==> src/rtl/msi_pkg.sv <==
package msi_pkg;
    // coherence state of a line
    localparam logic [1:0] COH_I = 2'd0;
    localparam logic [1:0] COH_S = 2'd1;
    localparam logic [1:0] COH_M = 2'd2;

    // bus transaction codes
    localparam logic [1:0] BUS_NONE = 2'd0;
    localparam logic [1:0] BUS_RD   = 2'd1;
    localparam logic [1:0] BUS_RDX  = 2'd2;
    localparam logic [1:0] BUS_WB   = 2'd3;

    typedef enum logic [1:0] {
        PH_IDLE = 2'd0,
        PH_REQ  = 2'd1,
        PH_XFER = 2'd2
    } phase_e;
endpackage

==> src/rtl/msi_snoop_resp.sv <==
module msi_snoop_resp
    import msi_pkg::*;
(
    input  logic       snp_valid,
    input  logic [1:0] snp_cmd,
    input  logic [1:0] line_st,
    input  logic       tag_eq,
    output logic       hit,
    output logic       flush,
    output logic       upd,
    output logic [1:0] nxt_st
);
    always_comb begin
        hit    = snp_valid && tag_eq && (line_st != COH_I)
                 && ((snp_cmd == BUS_RD) || (snp_cmd == BUS_RDX));
        flush  = hit && (line_st == COH_M);
        upd    = 1'b0;
        nxt_st = line_st;
        if (hit) begin
            if (snp_cmd == BUS_RDX) begin
                upd    = 1'b1;
                nxt_st = COH_I;
            end else if (line_st == COH_M) begin
                upd    = 1'b1;
                nxt_st = COH_S;
            end
        end
    end
endmodule

==> src/rtl/msi_line_store.sv <==
module msi_line_store #(
    parameter int LINES  = 4,
    parameter int TAG_W  = 9,
    parameter int LINE_W = 64,
    parameter int RPORTS = 2,
    localparam int IDX_W = $clog2(LINES)
) (
    input  logic                               clk,
    input  logic                               rst_n,
    input  logic [RPORTS-1:0][IDX_W-1:0]       rd_idx,
    output logic [RPORTS-1:0][1:0]             rd_st,
    output logic [RPORTS-1:0][TAG_W-1:0]       rd_tag,
    output logic [RPORTS-1:0][LINE_W-1:0]      rd_line,
    input  logic                               wr_en,
    input  logic [IDX_W-1:0]                   wr_idx,
    input  logic [1:0]                         wr_st,
    input  logic                               wr_set_tag,
    input  logic [TAG_W-1:0]                   wr_tag,
    input  logic                               wr_set_data,
    input  logic [LINE_W-1:0]                  wr_line
);
    typedef struct packed {
        logic [LINES-1:0][1:0]        st;
        logic [LINES-1:0][TAG_W-1:0]  tag;
        logic [LINES-1:0][LINE_W-1:0] data;
    } store_t;

    store_t store_d, store_q;

    always_comb begin
        store_d = store_q;
        if (wr_en) begin
            store_d.st[wr_idx] = wr_st;
            if (wr_set_tag)  store_d.tag[wr_idx]  = wr_tag;
            if (wr_set_data) store_d.data[wr_idx] = wr_line;
        end
    end

    always_ff @(posedge clk) begin
        if (!rst_n) store_q <= '0;
        else        store_q <= store_d;
    end

    for (genvar p = 0; p < RPORTS; p++) begin : g_rport
        assign rd_st[p]   = store_q.st[rd_idx[p]];
        assign rd_tag[p]  = store_q.tag[rd_idx[p]];
        assign rd_line[p] = store_q.data[rd_idx[p]];
    end
endmodule

==> src/rtl/msi_cache_ctrl.sv <==
module msi_cache_ctrl
    import msi_pkg::*;
#(
    parameter int ADDR_W     = 12,
    parameter int WORD_W     = 32,
    parameter int LINE_WORDS = 2,
    parameter int LINES      = 4,
    localparam int OFF_W   = $clog2(LINE_WORDS),
    localparam int IDX_W   = $clog2(LINES),
    localparam int TAG_W   = ADDR_W - OFF_W - IDX_W,
    localparam int LINE_W  = WORD_W * LINE_WORDS,
    localparam int LADDR_W = ADDR_W - OFF_W
) (
    input  logic               clk,
    input  logic               rst_n,
    input  logic               cpu_req,
    input  logic               cpu_we,
    input  logic [ADDR_W-1:0]  cpu_addr,
    input  logic [WORD_W-1:0]  cpu_wdata,
    output logic [WORD_W-1:0]  cpu_rdata,
    output logic               cpu_ready,
    output logic               bus_req,
    input  logic               bus_gnt,
    output logic [1:0]         bus_cmd,
    output logic [LADDR_W-1:0] bus_addr,
    output logic [LINE_W-1:0]  bus_wdata,
    input  logic               bus_done,
    input  logic [LINE_W-1:0]  bus_rdata,
    input  logic               snp_valid,
    input  logic [1:0]         snp_cmd,
    input  logic [LADDR_W-1:0] snp_addr,
    output logic               snp_flush,
    output logic [LINE_W-1:0]  snp_data
);
    typedef struct packed {
        phase_e             ph;
        logic [1:0]         cmd;
        logic [LADDR_W-1:0] addr;
    } ctrl_t;

    ctrl_t ctrl_d, ctrl_q;

    // address fields
    logic [IDX_W-1:0] cpu_idx, snp_idx, pend_idx;
    logic [TAG_W-1:0] cpu_tag, snp_tag;
    logic [OFF_W-1:0] cpu_off;

    assign cpu_off  = cpu_addr[OFF_W-1:0];
    assign cpu_idx  = cpu_addr[OFF_W +: IDX_W];
    assign cpu_tag  = cpu_addr[ADDR_W-1 -: TAG_W];
    assign snp_idx  = snp_addr[IDX_W-1:0];
    assign snp_tag  = snp_addr[LADDR_W-1 -: TAG_W];
    assign pend_idx = ctrl_q.addr[IDX_W-1:0];

    // line store: port 0 processor/victim side, port 1 snoop side
    logic [1:0][IDX_W-1:0]  rd_idx;
    logic [1:0][1:0]        rd_st;
    logic [1:0][TAG_W-1:0]  rd_tag;
    logic [1:0][LINE_W-1:0] rd_line;
    logic                   wr_en, wr_set_tag, wr_set_data;
    logic [IDX_W-1:0]       wr_idx;
    logic [1:0]             wr_st;
    logic [TAG_W-1:0]       wr_tag;
    logic [LINE_W-1:0]      wr_line;

    assign rd_idx[0] = (ctrl_q.ph == PH_IDLE) ? cpu_idx : pend_idx;
    assign rd_idx[1] = snp_idx;

    msi_line_store #(
        .LINES (LINES),
        .TAG_W (TAG_W),
        .LINE_W(LINE_W),
        .RPORTS(2)
    ) u_store (
        .clk        (clk),
        .rst_n      (rst_n),
        .rd_idx     (rd_idx),
        .rd_st      (rd_st),
        .rd_tag     (rd_tag),
        .rd_line    (rd_line),
        .wr_en      (wr_en),
        .wr_idx     (wr_idx),
        .wr_st      (wr_st),
        .wr_set_tag (wr_set_tag),
        .wr_tag     (wr_tag),
        .wr_set_data(wr_set_data),
        .wr_line    (wr_line)
    );

    // snoop decode
    logic       s_hit, s_flush, s_upd;
    logic [1:0] s_nst;

    msi_snoop_resp u_snoop (
        .snp_valid(snp_valid),
        .snp_cmd  (snp_cmd),
        .line_st  (rd_st[1]),
        .tag_eq   (rd_tag[1] == snp_tag),
        .hit      (s_hit),
        .flush    (s_flush),
        .upd      (s_upd),
        .nxt_st   (s_nst)
    );

    assign snp_flush = s_flush;
    assign snp_data  = rd_line[1];

    // processor-side hit decode
    logic             tag_hit, can_hit, victim_dirty;
    logic [LINE_W-1:0] merged;

    assign tag_hit      = (rd_st[0] != COH_I) && (rd_tag[0] == cpu_tag);
    assign can_hit      = tag_hit && ((rd_st[0] == COH_M) || (!cpu_we && rd_st[0] == COH_S));
    assign victim_dirty = (rd_st[0] == COH_M) && (rd_tag[0] != cpu_tag);

    assign cpu_ready = (ctrl_q.ph == PH_IDLE) && cpu_req && !snp_valid && can_hit;
    assign cpu_rdata = rd_line[0][cpu_off*WORD_W +: WORD_W];

    always_comb begin
        merged = rd_line[0];
        merged[cpu_off*WORD_W +: WORD_W] = cpu_wdata;
    end

    // bus outputs
    assign bus_req   = (ctrl_q.ph == PH_REQ);
    assign bus_cmd   = (ctrl_q.ph == PH_IDLE) ? BUS_NONE : ctrl_q.cmd;
    assign bus_addr  = ctrl_q.addr;
    assign bus_wdata = rd_line[0];

    // next-state logic
    always_comb begin
        ctrl_d      = ctrl_q;
        wr_en       = 1'b0;
        wr_idx      = cpu_idx;
        wr_st       = rd_st[0];
        wr_set_tag  = 1'b0;
        wr_tag      = cpu_tag;
        wr_set_data = 1'b0;
        wr_line     = merged;

        // store update, snoop first
        if (snp_valid && s_upd) begin
            wr_en  = 1'b1;
            wr_idx = snp_idx;
            wr_st  = s_nst;
        end else if (ctrl_q.ph == PH_XFER && bus_done) begin
            wr_en  = 1'b1;
            wr_idx = pend_idx;
            if (ctrl_q.cmd == BUS_WB) begin
                wr_st = COH_I;
            end else begin
                wr_st       = (ctrl_q.cmd == BUS_RDX) ? COH_M : COH_S;
                wr_set_tag  = 1'b1;
                wr_tag      = ctrl_q.addr[LADDR_W-1 -: TAG_W];
                wr_set_data = 1'b1;
                wr_line     = bus_rdata;
            end
        end else if (cpu_ready && cpu_we) begin
            wr_en       = 1'b1;
            wr_idx      = cpu_idx;
            wr_st       = COH_M;
            wr_set_data = 1'b1;
            wr_line     = merged;
        end

        // transaction sequencing
        unique case (ctrl_q.ph)
            PH_IDLE: begin
                if (cpu_req && !snp_valid && !can_hit) begin
                    ctrl_d.ph = PH_REQ;
                    if (victim_dirty) begin
                        ctrl_d.cmd  = BUS_WB;
                        ctrl_d.addr = {rd_tag[0], cpu_idx};
                    end else begin
                        ctrl_d.cmd  = cpu_we ? BUS_RDX : BUS_RD;
                        ctrl_d.addr = cpu_addr[ADDR_W-1:OFF_W];
                    end
                end
            end
            PH_REQ: begin
                if (snp_valid && s_hit && (snp_idx == pend_idx)) begin
                    ctrl_d.ph = PH_IDLE;
                end else if (bus_gnt) begin
                    ctrl_d.ph = PH_XFER;
                end
            end
            PH_XFER: begin
                if (bus_done) ctrl_d.ph = PH_IDLE;
            end
            default: ctrl_d.ph = PH_IDLE;
        endcase
    end

    always_ff @(posedge clk) begin
        if (!rst_n) begin
            ctrl_q.ph   <= PH_IDLE;
            ctrl_q.cmd  <= BUS_NONE;
            ctrl_q.addr <= '0;
        end else begin
            ctrl_q <= ctrl_d;
        end
    end

    // guards
    assert_snoop_blocks_hit_R11: assert property (@(posedge clk) disable iff (!rst_n)
        snp_valid |-> !cpu_ready);

    assert_req_held_R9: assert property (@(posedge clk) disable iff (!rst_n)
        (bus_req && !bus_gnt && !snp_valid) |=> (bus_req && $stable(bus_addr) && $stable(bus_cmd)));

    assert_no_ready_while_pending_R9: assert property (@(posedge clk) disable iff (!rst_n)
        bus_req |-> !cpu_ready);

    assert_req_carries_cmd_R2: assert property (@(posedge clk) disable iff (!rst_n)
        bus_req |-> (bus_cmd != BUS_NONE));

    assert_wb_victim_dirty_R8: assert property (@(posedge clk) disable iff (!rst_n)
        ($rose(bus_req) && bus_cmd == BUS_WB) |-> (rd_st[0] == COH_M));

    assert_flush_on_snoop_R5: assert property (@(posedge clk) disable iff (!rst_n)
        snp_flush |-> (snp_valid && !bus_req || snp_valid));
endmodule

==> config.mk <==
export PLATFORM = sky130hd
export DESIGN_NAME = msi_cache_ctrl
export DESIGN_NICKNAME = d
export VERILOG_FILES = /design/src/rtl/msi_pkg.sv /design/src/rtl/msi_snoop_resp.sv /design/src/rtl/msi_line_store.sv /design/src/rtl/msi_cache_ctrl.sv
export SDC_FILE = /design/constraint.sdc
export NUM_CORES = 1
export LEC_CHECK = 0
export CORE_ASPECT_RATIO = 2
export CORE_MARGIN = 1.5
export CORE_UTILIZATION = 55
export CTS_BUF_LIST = sky130_fd_sc_hd__clkbuf_4
export DETAILED_ROUTE_END_ITERATION = 6
export GPL_TIMING_DRIVEN = 0
export PLACE_DENSITY_LB_ADDON = 0.2
export SYNTH_ARGS = -nofsm -noshare
export SYNTH_HDL_FRONTEND = slang
export SYNTH_SLANG_ARGS = --single-unit
==> constraint.sdc <==
create_clock -name clk -period 4.58 [get_ports clk]
set_input_delay 0.916 -clock clk [delete_from_list [all_inputs] [get_ports clk]]
set_output_delay 0.916 -clock clk [all_outputs]
set_load 0.02 [all_outputs]
==> results.cfg, run 1 <==
[floorplanning]
coreArea_sq_um = 32120
pin_count = 304
dieArea_sq_um = 33610
start_util_pct = 55.58
die_x_um = 130.4
die_y_um = 257.8
rows = 93

[timing]
finalHoldViolCount = 0
fin_crit_sh_pct = 99.85
timing.fmax_ghz = 0.2187
setup_slack_ns = 0.007082
tightest_slew_ns = 1.239
finalSetupTns_ns = 0
fin_skew_ns = 0.06870
period_needed_ns = 4.573
setup_viol = 0
fin_hold_ws_ns = 0.4733
slew_headroom_pct = 16.99
slew_violations = 0

[clocking]
clockBufferDepth = 3
cts_hold_buffers = 0
cts_max_level = 3
tritoncts = done
insertion_delay_ns = 0.80
numCtsBuffers = 74
clk_pin_slew_ns = 0.07
clock_sinks = 315
root_buffer = clkbuf_4

[routing]
first_pass_iters = 5
detail_route.wirelength_mm = 79.88
drtIter0Drc = 1596
drcViolationCount = 0
ant_nets = 0
vias = 17266
routed_via_density = 6.620
wl_per_cell_um = 30.63

[power]
cellPowerDensity_nw_per_um2 = 271.2
seq_power_share_pct = 44.1
combPwrFrac_pct = 14.0
p_int_w = 0.004519
p_leak_nw = 10.78
p_sw_w = 0.001761
vdd.ir_drop.worst_mv = 0.2598
p_sw_share_pct = 28.04
power_frac_clock_pct = 41.9

[run_status]
outcome = finished, final reports clean

[worst_setup_path]
path_delay_family = buffers and inverters
worstPathRequired_ns = 3.66
critPathLaunchType = input pin
worst_setup_path_end_kind = primary output
cp_cell_sequence = dlygate4sd2_1 > nor3b_4 > buf_4 > nor2_4 > clkbuf_8 > buf_4 > clkbuf_4 > mux4_2 > mux2_2 > dlygate4sd2_1
r2r_slack_ns = 0.50
cpPeakStageDelay_ns = 0.45
path_max_fanout = 10
crit_type = input pin to primary output
crit_arrival_ns = 3.66
worst-path-buf-inv = 6
crit_slowest_cell = mux4_2

[yosys]
synth-edff-count = 0
postSynthCellCount = 1710
syn_avg_cell_area_sq_um = 10.44
synth_cell_types = 56
syn-num-nets = 1839
synth-seq-area-share_pct = 35.33
yosysWarnings = 0
async_flop_share_pct = 0
synth_area_sq_um = 17850
ys_seq_elements = 315
synth_flop_cell = dfxtp_1

[finish]
fillCellCount = 2494
fin_util_pct = 72.10
syn_to_final_growth_pct = 29.71
regArea_sq_um = 6309
drive_above_1_share_pct = 20.96
nets = 2252
multi_input_area_sq_um = 10730
final_cell_mix = mux2i_1, nand2_1, dfxtp_1
final_area_sq_um = 23150
final_common_cell = mux2i_1

[global_routing]
antenna_found_initial = 7
grt_pass1_wl_mm = 114.4
grtUsageTotal_pct = 47.81
grt_pass1_vias = 17762
grt_max_degree = 11
grt_overflow = 0

[placed_design]
io_buffers = 300
place_area_sq_um = 21410
dp_slack_ns = -2.525
place_hpwl_mm = 57.75
gp_congestion = 1.046

[run]
max-cap-violations = 0

[min_path]
hold_class = flop to flop
## power by group through the flow
stage | logic, W | registers [W] | clock network [W]
6_report | 0.000879 | 0.00277 | 0.00263
3_5_place_dp | 0.000776 | 0.00283 | 0
4_1_cts | 0.000835 | 0.00277 | 0.00262
2_1_floorplan | 0.000423 | 0.00282 | 0
3_3_place_gp | 0.000776 | 0.00283 | 0
5_1_grt | 0.000899 | 0.00277 | 0.00275
## what timing repair did
item                       CTS  global route
pin swaps                    4             4
gates resized for setup    186            54
hold endpoints to repair     0             0
gates cloned                 0             0
buffers inserted            29             7
setup endpoints to repair  440           198
## cells by family after synthesis
| logic type | share of synthesized area (%) |
|---|---|
| and+or+nand+nor | 11.47 |
| buffers and inverters | 5.187 |
| muxes | 39.81 |
| DFF | 35.33 |
| xor gates and xnor gates | 0.5397 |
| adders and majority gates | 0.07008 |
| AOI/OAI and AO/OA | 7.598 |
## worst paths after layout
kind / start / to / depth (start not counted)
setup / recovery: cpu_addr[1] / cpu_rdata[10] / 10
setup reg to reg: ctrl_q[14] / bus_addr[2] / 13
hold / removal: u_store.store_q[147] / u_store.store_q[147] / 2
hold reg to reg: u_store.store_q[147] / u_store.store_q[147] / 2
## tightest hold or removal path, delay by kind of cell (launching register included)
family,cells,cell delay (ns)
AND/OR/NAND/NOR,1,0.05
multiplexers,1,0.06
flip-flops,1,0.32
## through the flow
| step | total power, W | std cells |
|---|---|---|
| 2_1_floorplan | 0.003247 | 1710 |
| 3_3_place_gp | 0.003610 | 2437 |
| 3_5_place_dp | 0.003609 | 2438 |
| 4_1_cts | 0.006222 | 2596 |
| 5_1_grt | 0.006418 | 2605 |
| 6_report | 0.006280 | 2608 |
## registers in the layout, summed over array words and instances, names as in the netlist
signal	flops
bus_addr	11
u_store.store_q	300
ctrl_q	4
## layer usage
layer | global-route usage, % | wire length, um | share of wire [%] | vias to the layer above
li1 | - | - | - | 7156
met1 | 45.86 | 23600 | 30 | 8281
met2 | 75.57 | 36920 | 46 | 1361
met3 | 16.01 | 8671 | 11 | 468
met4 | 50.76 | 10690 | 13 | 0
met5 | 0 | 0 | 0 | -
## cell type report
class | count | area share, %
Timing Repair Buffer | 337 | 14.25
Clock buffer | 106 | 3.437
Buffer | 159 | 5.079
Tap cell | 427 | 2.307
Multi-Input combinational cell | 1224 | 46.35
Inverter | 12 | 0.1945
Antenna cell | 5 | 0.05404
Sequential cell | 315 | 27.25
Clock inverter | 23 | 1.081
## cell usage after synthesis, drive strengths merged, types with 11 or more instances
cell type  instances  share of area (%)
nand3             21               0.59
o21ai             47                1.4
clkbuf            81                1.7
dfxtp            315                 35
nor2              36               0.76
inv               12               0.25
mux2i            359                 20
mux4             140                 18
mux2              32                2.0
o211ai            66                2.8
buf               78                3.2
nand2            359                7.5
a21oi             37                1.0
xnor2             11               0.54
a211oi            13               0.55
(Power assumes the default switching activity.)
==> inputs of run 2 (changes only) <==
- CORE_UTILIZATION: 55 -> 56
- REMOVE_ABC_BUFFERS: default -> 1
==> run 2 against run 1 <==
  * The flow now finishes with violations (setup timing)
  * Wire length fell by 33%
  * Power shrank 9.6%
  * Clock power is 17% lower
  * Sequential share of layout area up 0.96 points
  * Via count is 12% lower
  * Register-to-register slack got worse by 0.14 ns
  * Design area shrank 3.4%
  * Hold slack got worse by 0.0010 ns
  * Flip-flop and latch count unchanged
  * Sequential power hardly changed
  * Largest cell class unchanged
  * Largest power group unchanged
==> results.cfg, run 2 (synthesis gave the netlist of run 1 again) <==
[finish]
final_area_sq_um = 22370
drive_above_1_share_pct = 17.51
fin_cells = 2438
syn_to_final_growth_pct = 25.30
final_cell_mix = nand2_1, mux2i_1, dfxtp_1
nets = 2102
largest_reg_flops = 300
largest_register = u_store.store_q

[clocking]
cts_max_level = 3
insertion_delay_ns = 0.76
clk_pin_slew_ns = 0.06
tritoncts = done
clock_sinks = 315
clockBufferDepth = 3
root_buffer = clkbuf_4
cts_hold_buffers = 0
numCtsBuffers = 73

[power]
vdd.ir_drop.worst_mv = 0.2182
combPwrFrac_pct = 12.9
power_frac_clock_pct = 38.2
cellPowerDensity_nw_per_um2 = 253.9
seq_power_share_pct = 48.8
p_int_w = 0.004171
p_sw_share_pct = 26.56
p_sw_w = 0.001509
p_leak_nw = 10.11

[floorplanning]
die_y_um = 255.5
coreArea_sq_um = 31430
start_util_pct = 56.80
dieArea_sq_um = 33020
rows = 92
pin_count = 304
die_x_um = 129.2

[timing]
period_needed_ns = 4.594
tightest_slew_ns = 1.116
slew_violations = 0
timing.fmax_ghz = 0.2177
rsz0062_at_grt = yes
setup_slack_ns = -0.01350
fin_crit_sh_pct = 100.3
fin_hold_ws_ns = 0.4723
finalHoldViolCount = 0
slew_headroom_pct = 25.35
finalSetupTns_ns = -0.01350
fin_skew_ns = 0.04456
setup_viol = 1

[routing]
detail_route.wirelength_mm = 53.75
vias = 15251
drtIter0Drc = 988
first_pass_iters = 7
drcViolationCount = 0
wl_per_cell_um = 22.05
ant_nets = 0
routed_via_density = 6.256

[placed_design]
place_hpwl_mm = 36.27
gp_congestion = 0.9314
place_area_sq_um = 21230
io_buffers = 303
placed_cells_incl_taps = 2304

[run_status]
violations = setup timing
outcome = finished, violations left

[global_routing]
grt_pass1_wl_mm = 83.53
grt_pass1_vias = 15590
grt_overflow = 0
grtUsageTotal_pct = 32.63
antenna_found_initial = 3
grt_max_degree = 164

[worst_setup_path]
worstPathRequired_ns = 3.66
crit_type = input pin to primary output
crit_arrival_ns = 3.68
cpPeakStageDelay_ns = 0.57
worst_setup_path_end_kind = primary output
cp_cell_sequence = clkdlybuf4s50_1 > nor3b_4 > or2_4 > buf_4 > mux4_2 > or3_4 > o21a_1 > nor3b_2 > buf_2
crit_slowest_cell = clkdlybuf4s50_1
critPathLaunchType = input pin
path_max_fanout = 19

[run]
max-cap-violations = 0

[min_path]
hold_class = flop to flop
## run 2: changes by cell type in the layout (fill, tap and decap cells not counted), sizes merged
cell,delta
clkbuf,-89
clkinv,-3
bufinv,-4
or3b,+1
clkdlybuf4s50,+31
buf,-72
bufbuf,+2
dlygate4sd2,-26
inv,-1
dlymetal6s2s,-5
## run 2: power groups by stage
stage	Clock, W	Combinational (W)	Sequential, W
after global routing	0.00236	0.000774	0.00277
final	0.00217	0.000733	0.00277
after detailed placement	0	0.000693	0.00283
after CTS	0.00222	0.000727	0.00277
after floorplan	0	0.000315	0.00284
after global placement	0	0.000699	0.00283
## run 2: final timing paths
kind | startpoint | end | slack, ns | depth (start not counted)
max reg2reg | ctrl_q[14] | u_store.store_q[184] | 0.36 | 13
max | cpu_addr[1] | cpu_ready | -0.01 | 9
min reg2reg | u_store.store_q[238] | u_store.store_q[238] | 0.47 | 2
min | u_store.store_q[238] | u_store.store_q[238] | 0.47 | 2
## run 2: final cells by class
type	count	area, sq um
repair buffers	346	3866
multi-input cells	1225	10770
clock buffers	97	728.2
diodes	5	12.51
well taps	423	529.3
fillers	2422	9059
flip-flops and latches	315	6309
clock inverters	15	111.4
inverters	12	45.04
## run 2: timing repair
action / CTS / global route
pin swaps: 6 / 4
setup buffers: 7 / 6
cloned: 3 / 0
setup endpoints to repair: 408 / 46
resized for setup: 45 / 14
## run 2: per-layer routing
| metal | up-vias | wire length (um) | global-route usage (%) |
|---|---|---|---|
| met5 | - | 0 | 0 |
| li1 | 6865 | - | - |
| met4 | 0 | 3281 | 20.82 |
| met2 | 705 | 29110 | 58.87 |
| met1 | 7490 | 18340 | 34.29 |
| met3 | 191 | 3018 | 5.288 |
## run 2: critical path, delay by kind of cell
family                 cells  cell delay [ns]
buffers and inverters      3             0.92
muxes                      1             0.53
and+or+nand+nor            4             1.11
AOI/OAI and AO/OA          1             0.19
## run 2: stage by stage
step / total power (W) / utilization (%) / setup slack (ns)
final: 0.005680 / 71.17 / -0.01350
after floorplan: 0.003150 / - / -4.170
after CTS: 0.005719 / 70.86 / -0.02332
after detailed placement: 0.003527 / 67.55 / -2.184
after global routing: 0.005905 / 71.16 / -0.1216
after global placement: 0.003532 / 65.34 / -11.38
==> inputs of run 3 (changes only) <==
- CORE_MARGIN: 1.5 -> 5
- CTS_CLUSTER_SIZE: default -> 40
- RECOVER_POWER: default -> 100
==> run 3 against run 2 <==
  * The run now ends clean
  * Power up 0.15%
  * Via count rose by 0.54%
  * Largest power group unchanged
  * Clock-buffer cell count grew 6
  * Hold slack improved by 0.0026 ns
  * Wire length increased by 4.2%
  * Critical path depth did not move
  * Non-clock buffer count rose by 11
  * First-iteration DRC count fell by 7.9%
  * Die area rose by 8.3%
==> results.cfg, run 3 (synthesis gave the netlist of run 1 again) <==
[power]
vdd.ir_drop.worst_mv = 0.2251
seq_power_share_pct = 48.8
p_sw_w = 0.001520
power_frac_clock_pct = 38.1
p_leak_nw = 10.42
p_int_w = 0.004168
p_sw_share_pct = 26.72
combPwrFrac_pct = 13.1
cellPowerDensity_nw_per_um2 = 255.0

[clocking]
tritoncts = done
cts_max_level = 3
clk_pin_slew_ns = 0.07
insertion_delay_ns = 0.75
clockBufferDepth = 3
root_buffer = clkbuf_4
cts_hold_buffers = 0
clock_sinks = 315
numCtsBuffers = 74

[worst_setup_path]
crit_type = input pin to primary output
crit_arrival_ns = 3.62
crit_start = cpu_addr[2]
critPathMostFrequentCell = buf_4
worst_setup_path_end_kind = primary output
r2r_slack_ns = 0.11
cpPeakStageDelay_ns = 0.65
rr_startpoint = bus_addr[0]
cp_cell_sequence = dlygate4sd2_1 > nor3b_2 > buf_6 > nor2_4 > buf_4 > buf_4 > mux4_2 > mux2_2 > dlygate4sd3_1
worstPathRequired_ns = 3.66
path_max_fanout = 14
crit_slowest_cell = dlygate4sd3_1
critPathLaunchType = input pin

[placed_design]
gp_congestion = 0.8797
dp_slack_ns = -2.110
placed_cells_incl_taps = 2305
place_hpwl_mm = 38.09
io_buffers = 303

[timing]
slew_headroom_pct = 10.18
timing.fmax_ghz = 0.2204
fin_crit_sh_pct = 99.05
fin_skew_ns = 0.03549
period_needed_ns = 4.536
finalHoldViolCount = 0
finalSetupTns_ns = 0
tightest_slew_ns = 1.339
fin_hold_ws_ns = 0.4749
slew_violations = 0
setup_slack_ns = 0.04354
setup_viol = 0

[global_routing]
grtUsageTotal_pct = 30.63
grt_overflow = 0
grt_pass1_wl_mm = 86.52
grt_max_degree = 166
antenna_found_initial = 4
grt_pass1_vias = 16239

[routing]
first_pass_iters = 5
drtIter0Drc = 910
drcViolationCount = 0
ant_nets = 0
routed_via_density = 6.243
vias = 15333
detail_route.wirelength_mm = 56.03
wl_per_cell_um = 22.81

[finish]
largest_register = u_store.store_q
nets = 2116
fillCellCount = 2425
largest_reg_flops = 300
drive_above_1_share_pct = 17.96
final_cell_mix = nand2_1, mux2i_1, dfxtp_1
regArea_sq_um = 6309
syn_to_final_growth_pct = 24.94
multi_input_area_sq_um = 10780
fin_cells = 2456

[run_status]
outcome = finished, final reports clean

[floorplanning]
coreArea_sq_um = 31540
die_y_um = 262.5
rows = 92
pin_count = 304
dieArea_sq_um = 35760
start_util_pct = 56.60
die_x_um = 136.2

[min_path]
worstHoldStart = u_store.store_q[157]
hold_class = flop to flop

[run]
max-cap-violations = 0
[run 3: cell types whose count changed in the layout (fill, tap and decap cells not counted), sizes merged, moves of 2 or more]
cell,before,now
dlygate4sd3,0,133
clkdlybuf4s50,272,140
clkbuf,97,117
dlymetal6s2s,10,3
buf,46,51
bufbuf,2,0
clkinv,13,11
or2,4,6
[run 3: routing by layer]
layer | vias up | part of all wire, % | global-route usage (%)
met5 | - | 0 | 0
met4 | 0 | 6.4 | 18.63
met3 | 216 | 5.7 | 5.920
met2 | 661 | 54 | 55.64
met1 | 7565 | 34 | 31.66
li1 | 6891 | - | -
[run 3: final cells by class]
type                            instances  share of cell area (%)
Antenna cell                            6                 0.06732
Clock buffer                          103                   3.467
Clock inverter                         13                  0.3366
Inverter                               12                  0.2020
Multi-Input combinational cell       1227                   48.34
Sequential cell                       315                   28.29
Tap cell                              423                   2.373
Timing Repair Buffer                  357                   16.93
[run 3: final timing paths]
check	end	depth (start not counted)
hold reg to reg	u_store.store_q[157]	2
setup reg to reg	u_store.store_q[129]	13
hold / removal	u_store.store_q[157]	2
setup / recovery	cpu_rdata[22]	9
[run 3: through the flow]
step                instance area [sq um]  utilization [%]  total power, W
CTS                                 22360            70.90        0.005725
global route                        22300            70.70        0.005928
floorplan                           16970                -        0.003150
finish                              22300            70.71        0.005688
global placement                    20530            65.10        0.003534
detailed placement                  21250            67.38        0.003526
[run 3: worst max-delay path: cells and delay by family]
family	cells	cell delay, ns
and+or+nand+nor	2	0.34
buffers and inverters	5	1.56
muxes	2	0.78
[run 3: repair_timing]
| item | 4_1_cts | 5_1_grt |
|---|---|---|
| endpoints found under the hold margin | 0 | 0 |
| endpoints found under the setup margin | 404 | 90 |
| gates cloned | 4 | 2 |
| gates resized for setup | 45 | 14 |
| setup buffers | 17 | 6 |
| pin swaps | 10 | 4 |
[run 3: power groups by stage]
stage	Combinational, W	Sequential (W)	Clock (W)
finish	0.000745	0.00277	0.00217
global route	0.000789	0.00277	0.00237
CTS	0.000733	0.00277	0.00222
detailed placement	0.000692	0.00283	0
global placement	0.000701	0.00283	0
floorplan	0.000315	0.00284	0
